**src/rtl/periph_irq_vec.sv**
```systemverilog
module periph_irq_vec #(
  parameter int VEC_W = 16,
  parameter logic [VEC_W-1:0] VEC_CAN = 16'h3FF0,
  parameter logic [VEC_W-1:0] VEC_SCI = 16'h3FF2,
  parameter logic [VEC_W-1:0] VEC_TOF = 16'h3FF4,
  parameter logic [VEC_W-1:0] VEC_OC  = 16'h3FF6,
  parameter logic [VEC_W-1:0] VEC_IC  = 16'h3FF8
) (
  input  logic             clk,
  input  logic             rst_n,
  input  logic             irq_mask,
  input  logic [4:0]       tmr_evt,
  input  logic [4:0]       sci_evt,
  input  logic             can_err_evt,
  input  logic             can_ovr_evt,
  input  logic             can_wake_evt,
  input  logic             can_sleep,
  input  logic             bus_sel,
  input  logic             bus_wr,
  input  logic [2:0]       bus_addr,
  input  logic [7:0]       bus_wdata,
  output logic [7:0]       bus_rdata,
  output logic             irq,
  output logic [VEC_W-1:0] irq_vec
);
  localparam logic [2:0] A_TST = 3'd0, A_TCT = 3'd1, A_SST = 3'd2, A_SCT = 3'd3,
                         A_SDT = 3'd4, A_CST = 3'd5, A_CCT = 3'd6;

  logic [4:0] tmr_f, sci_f, sci_arm;
  logic [2:0] tmr_en, can_f;
  logic [3:0] sci_en;
  logic [1:0] can_en;

  wire rd = bus_sel & ~bus_wr;
  wire wr = bus_sel & bus_wr;
  wire sci_data_acc = bus_sel & (bus_addr == A_SDT);
  wire unused_wdata = ^bus_wdata[2:0];

  wire [4:0] tmr_clr = (wr && bus_addr == A_TST) ? bus_wdata[7:3] : 5'd0;
  wire [2:0] can_clr = (wr && bus_addr == A_CST) ? bus_wdata[7:5] : 3'd0;
  wire [4:0] sci_clr = sci_data_acc ? sci_arm : 5'd0;
  wire [2:0] can_set = {can_err_evt, can_ovr_evt, can_wake_evt & can_sleep};

  always_ff @(posedge clk or negedge rst_n) begin
    if (!rst_n) begin
      tmr_f <= '0; sci_f <= '0; sci_arm <= '0; can_f <= '0;
      tmr_en <= '0; sci_en <= '0; can_en <= '0;
    end else begin
      tmr_f <= tmr_evt | (tmr_f & ~tmr_clr);
      sci_f <= sci_evt | (sci_f & ~sci_clr);
      can_f <= can_set | (can_f & ~can_clr);
      if (rd && bus_addr == A_SST) sci_arm <= sci_f;
      else if (sci_data_acc)       sci_arm <= '0;
      if (wr && bus_addr == A_TCT) tmr_en <= bus_wdata[7:5];
      if (wr && bus_addr == A_SCT) sci_en <= bus_wdata[7:4];
      if (wr && bus_addr == A_CCT) can_en <= bus_wdata[7:6];
    end
  end

  always_comb begin
    bus_rdata = 8'h00;
    if (rd)
      case (bus_addr)
        A_TST:   bus_rdata = {tmr_f, 3'b000};
        A_TCT:   bus_rdata = {tmr_en, 5'b00000};
        A_SST:   bus_rdata = {sci_f, 3'b000};
        A_SCT:   bus_rdata = {sci_en, 4'b0000};
        A_CST:   bus_rdata = {can_f, 5'b00000};
        A_CCT:   bus_rdata = {can_en, 6'b000000};
        default: bus_rdata = 8'h00;
      endcase
  end

  wire open_gate = ~irq_mask;
  wire g_can = can_f[0] | (open_gate & |(can_f[2:1] & can_en));
  wire g_ic  = open_gate & tmr_en[2] & |tmr_f[4:3];
  wire g_oc  = open_gate & tmr_en[1] & |tmr_f[2:1];
  wire g_tof = open_gate & tmr_en[0] & tmr_f[0];
  wire g_sci = open_gate & |(sci_f & {sci_en[3], sci_en[2], sci_en[1], sci_en[1], sci_en[0]});

  assign irq = g_can | g_ic | g_oc | g_tof | g_sci;
  assign irq_vec = g_can ? VEC_CAN : g_ic ? VEC_IC : g_oc ? VEC_OC :
                   g_tof ? VEC_TOF : g_sci ? VEC_SCI : '0;

  a_r2_timer_event_sets: assert property (@(posedge clk) disable iff (!rst_n)
    (tmr_evt != 5'd0) |=> ((tmr_f & $past(tmr_evt)) == $past(tmr_evt)));
  a_r5_serial_hold: assert property (@(posedge clk) disable iff (!rst_n)
    !sci_data_acc |=> (($past(sci_f) & ~sci_f) == 5'd0));
  a_r7_wake_unmasked: assert property (@(posedge clk) disable iff (!rst_n)
    (can_wake_evt && can_sleep) |=> (irq && irq_vec == VEC_CAN));
  a_r8_mask_blocks: assert property (@(posedge clk) disable iff (!rst_n)
    (irq_mask && !can_f[0]) |-> !irq);
  a_r9_idle_vec_zero: assert property (@(posedge clk) disable iff (!rst_n)
    !irq |-> (irq_vec == '0));
endmodule

```
**config.mk**
```make
export PLATFORM = sky130hd
export DESIGN_NAME = periph_irq_vec
export DESIGN_NICKNAME = d
export VERILOG_FILES = /design/src/rtl/periph_irq_vec.sv
export SDC_FILE = /design/constraint.sdc
export NUM_CORES = 1
export LEC_CHECK = 0
export ABC_AREA = 1
export BUFFER_PORTS_ARGS = -buffer_cell sky130_fd_sc_hd__buf_2
export CELL_PAD_IN_SITES_DETAIL_PLACEMENT = 0
export CELL_PAD_IN_SITES_GLOBAL_PLACEMENT = 1
export CORE_ASPECT_RATIO = 0.5
export CORE_MARGIN = 4
export CORE_UTILIZATION = 35
export CTS_CLUSTER_DIAMETER = 30
export DETAILED_ROUTE_END_ITERATION = 6
export PLACE_DENSITY_LB_ADDON = 0.1
export REMOVE_ABC_BUFFERS = 1
export SYNTH_ARGS = -nofsm -noshare
export SYNTH_HDL_FRONTEND = slang
export SYNTH_SLANG_ARGS = --single-unit
```
**constraint.sdc**
```tcl
create_clock -name clk -period 2.2 [get_ports clk]
set_clock_uncertainty 0.1 [all_clocks]
set_input_delay 0.44 -clock clk [delete_from_list [all_inputs] [get_ports clk]]
set_output_delay 0.44 -clock clk [all_outputs]
set_load 0.01 [all_outputs]
```
* Yosys cells after proc, flatten, opt, wreduce, memory -nomap -nowiden *
Cells that the tools add are included.

storage, ports and cells
  input bits = 30
  logic and storage cells = 67
  flip-flop bits (word level) = 27
  output and inout port bits = 25

cells by class
  bitwise operators = 30
  mux-type cells = 12
  reduce and logical (&&, ||, !) cells = 12
  eq/ne operators = 6

operators with widths
  operator                                       count
  2-to-1 mux 14 bit                              5
  one-hot mux 8 bit (6 select lines)             1
  2-to-1 mux 5 bit                               4
  bitwise AND 5 bit                              3
  bitwise AND 1 bit                              12
  NOT 5 bit                                      2
  bitwise OR 5 bit                               2
  == test 3 bit, second input constant           3
  2-to-1 mux 8 bit                               1
  == test 3 x 2 -> 1 bit, second input constant  2
  logical AND 1 bit                              6
  OR reduction 2 bit                             3
  bitwise OR 1 bit                               5
  OR reduction 5 bit                             1
  bitwise AND 3 bit                              1
  == test 3 x 1 -> 1 bit, second input constant  1
  logical NOT 3 bit                              1
  2-to-1 mux 3 bit                               1
  NOT 3 bit                                      1
  bitwise OR 3 bit                               1
  bitwise AND 2 bit                              1
  NOT 1 bit                                      2
  nonzero test 2 bit                             1

* Logic depth before layout (Yosys ltp) *
  depth after elaboration = 8
  mapped depth = 8
  mapped depth without buffers = 7

* Worst setup path before layout *
OpenSTA, ideal clock, no wires.

  path kind = input-to-output
  start point = in irq_mask
  end point = out irq_vec[10]
  required time = 1.660 ns
  buffers on the path = 1
  arrival = 1.432 ns
  path slack = 0.228 ns
  stages = 5
  path through = inv_1 nand3_1 a21boi_0 nand3b_1 buf_4

on the way
  cells in the longest elaborated chain, start to end = 7
  elaborated cells on any way between the ends = 15
  classes of those cells = mux (5); bitwise (10)

ends and longest elaborated chain
  what                                                    RTL line  text
  start: declaration                                      11        input logic irq_mask,
  NOT 1 bit (*)                                           74        wire open_gate = ~irq_mask;
  bitwise AND 1 bit, on equally long branches             79, 78
  2-to-1 mux 14 bit or bitwise AND 1 bit (tied branches)  83, 78
  2-to-1 mux 14 bit                                       83        g_tof ? VEC_TOF : g_sci ? VEC_SCI : '0;
  2-to-1 mux 14 bit (2 in a row)                          82        assign irq_vec = g_can ? VEC_CAN : g_ic ? VEC_IC : g_oc ? VEC_OC :
  2-to-1 mux 14 bit (*)                                   82
  end: declaration                                        24        output logic [VEC_W-1:0] irq_vec

Every way passes the cells marked *; elsewhere a longest branch is shown, timed or not.

* Final worst setup path *
  start point = reg sci_f[3]
  end point = out irq_vec[12]

on the way
  cells in the longest elaborated chain, start to end = 8

ends and longest elaborated chain
  what                            RTL line  text
  start: declaration              29        logic [4:0] tmr_f, sci_f, sci_arm;
  start signal: assignment        50        sci_f <= sci_evt | (sci_f & ~sci_clr);
  bitwise AND 5 bit               79        wire g_sci = open_gate & |(sci_f & {sci_en[3], sci_en[2], sci_en[1], sci_en[1], sci_en[0]});
  OR reduction 5 bit              79
  bitwise AND 1 bit               79
  2-to-1 mux 14 bit (2 in a row)  83
  2-to-1 mux 14 bit (3 in a row)  82

Every way passes these cells.

==> impl_results.md <==
* Status: finished clean
* Antenna violations before repair at 0
* Number of unique standard cell types used by synthesis at 25
* Crit path capture type: primary output
* Peak Freq at 0.499 GHz
* Endpoint of the most critical setup path: irq_vec[12]
* Leakage Power at 0.000982 uW
* Maximum buffer depth of the clock tree at 2
* Worst rel slew slack at 58.5%
* Clock buffer count from CTS at 3
* Highest-count cells in the layout ignoring fill and taps: nand2_1 (46), buf_2 (45), inv_1 (31), dfrtp_1 (27), nor2_1 (23)
* Core area at around 4000 sq um
* Stages on the worst setup path at 7
* Cell area power density at a little over 600 nW/um^2
* Routability congestion estimate at ~0.78
* Grt met1 use at around a fifth
* Final Slew Violations at 0
* Area of the mapped netlist at between 1500 and 2000 sq um
* Die extent in y at 55.3 um
* Largest net degree at the start of global routing at 28
* TritonCTS clock tree: yes
* Critical path arrival at 1.46 ns
* GR Overflow Total at 0
* Combinational family with the most area after synthesis: simple AND/OR/NAND/NOR gates
* Insertion delay of the later-clocked pin in the worst-skew pair at 0.27 ns
* Area share of fa/ha/maj cells after synthesis at 0%
* Maximum single-stage delay on the critical path at between 0.4 and 0.5 ns
* Post-route cell area at 1830 sq um
* Reg-to-Reg Start: tmr_f[0]
* Full die area at about 5700 sq um
* Dominant cell type by area after synthesis: dfrtp_1
* Path type of the worst min-delay path: in -> async
* Vias per cell at approximately 4.5
* Compound-gate portion of the synthesized area at approximately 14%
* IO Count at 55
* Unrepaired setup endpoints after global routing: no
* Rows at 16
* Worst setup path class: reg -> out
* Most frequent standard cell in the layout excluding fill and tap cells: nand2_1
* Crit path top cell by count: nand2_1
* Pre-Repair DR Iteration Count at 4
* Setup crit start: sci_f[3]
* CTS root buf: clkbuf_8
* Via count at between 1,000 and 1,500
* Register-to-Register Setup Slack at between 1 and 1.5 ns
* Detail-routed net length per standard cell at ~13 um
* Final clock period utilization by the worst path at between 90% and 100%
* Critical path's slowest cell: dfrtp_1
* Initial DRC count at 36
* Final critical delay including setup and external delays at 2.00 ns
* Area grow syn2layout at 17.1%
* Critical path buffer and inverter count at 1
* Gr usage total at 13.4%
* Number of sinks handled by clock tree synthesis at 27
* Capture instance of the worst register-to-register path: tmr_f[0]
* Total Routed Length at between 3000 and 4000 um
* Total number of yosys warnings at 0
* Number of global-route vias before repair at 1,279
* R2R depth at 1
* Floorplan die width at between 100 and 150 um
* Basic-gate share of the synthesized area counting and, or, nand and nor cells at 26.3%
* Global routing's busiest layer: met1
* Sum of internal, switching and leakage power at 1110 uW
* Slew @ Worst Pin at 0.623 ns
* Clock slew seen by the registers of the worst setup and hold paths at 0.09 ns
* Fin. Hold Viols at 0
* Wire length of the first global-routing pass at 6080 um
* Portion of netlist area occupied by mux cells at 0%
* Met3 Resource Use GR at 3.39%
* Post-Place Cell Area at 1760 sq um
* ANT nets after route at 0
* Summed negative setup slack over all endpoints at 0 ns
* Mean Syn Cell Area at 7.51 sq um
* Synth Instances at around 210
* Number of DRC violations after detailed routing at 0
* Worst Path Required at 1.66 ns
* Detailed placer's ending HPWL at 3030 um
* CP max FO at 5
* Number of nets in the finished design at 280
* Synthesized flop and latch total at 27
* Post-synth top area share at 43.2%
* Initial Utilization at 38.1%
* Chain of cells forming the critical path: nand2_1 > nand2_1 > nor2_1 > nand2_1 > nand2_1 > nand3b_1 > buf_2
* Sequential element share of the synthesized area at a little over two fifths
* Max VDD drop at 270 uV
* Kind of start point of the critical path: flop
* M2 GR Usage at about a fifth
* Core Util, Final at 44.6%
* Antenna Diode Count at 0
* Area contributors post-synth: dfrtp_1 (43%), nand2_1 (11%), inv_1 (7.4%), buf_4 (7.2%), nor2_1 (5.5%)
* Post-synthesis share of cell area spent on xor and xnor gates at 0%
* Number of maximum-capacitance violations at 0
* Final setup vio count at 0
* # hold bufs at CTS at 0
* Kind of cell adding the most delay to the critical path: simple AND/OR/NAND/NOR gates
* Fraction of layout cells with a size suffix above 1 at 25.3%
* Number of buffers added on ports at 45
* CTS H-tree depth at 1
-- final cells by class --
cell class                      instances  area [sq um]
Inverter                               33           126
Sequential cell                        27           676
Clock buffer                            3          41.3
Tap cell                               54          67.6
Fill cell                             436          2270
Clock inverter                          1          7.51
Multi-Input combinational cell        138           672
Timing Repair Buffer                   47           240
-- metal layers --
metal | wire length [um] | vias to the layer above
li1 | - | 720
met1 | 1970 | 613
met2 | 1550 | 42
met3 | 258 | 2
met4 | 8 | 0
met5 | 0 | -
-- repair_timing --
item                                    CTS  global route
cloned                                    0             1
endpoints found under the setup margin   10            10
pin swaps                                 1             1
resized for setup                         0             3
buffers inserted                          0             1
-- stage by stage --
step,instances,setup WS [ns],hold WS (ns)
CTS,301,0.00351,0.0932
global placement,297,0.198,0.392
detailed placement,297,0.155,0.396
finish,303,0.198,0.0696
floorplan,197,0.00478,0.0444
global route,303,0.00808,0.101
-- sequential cells by signal, indices dropped and copies added (netlist names) --
register / flops
can_en: 2
can_f: 3
sci_arm: 5
sci_en: 4
sci_f: 5
tmr_en: 3
tmr_f: 5
-- synth_stat cells (all sizes together) --
cell type	n
o21bai	7
dfrtp	27
o22ai	5
nor3	1
nand3	13
a21boi	1
a21oi	7
inv	33
buf	16
a21o	1
o21a	1
nand4	1
conb	1
a31oi	1
o21ai	15
nand2	50
nor2	25
nand3b	3
-- logic make-up after synthesis --
logic type / Yosys count
and+or+nand+nor: 93
buffers and inverters: 49
AOI/OAI and AO/OA: 38
DFF: 27
other: 1
-- worst min path at each step --
stage / start / end / cells past startpoint
6_report: rst_n / sci_arm[4] / 1
5_1_grt: rst_n / sci_f[4] / 1
4_1_cts: rst_n / sci_arm[4] / 1
3_5_place_dp: rst_n / sci_arm[4] / 1
3_3_place_gp: sci_en[1] / sci_en[1] / 2
2_1_floorplan: rst_n / can_en[0] / 0
-- where the power goes --
group	internal, uW	switching [uW]
Clock	128	155
Combinational	89.2	142
Sequential	554	40.7
Total	772	338
Power figures use the tool's default switching activity.
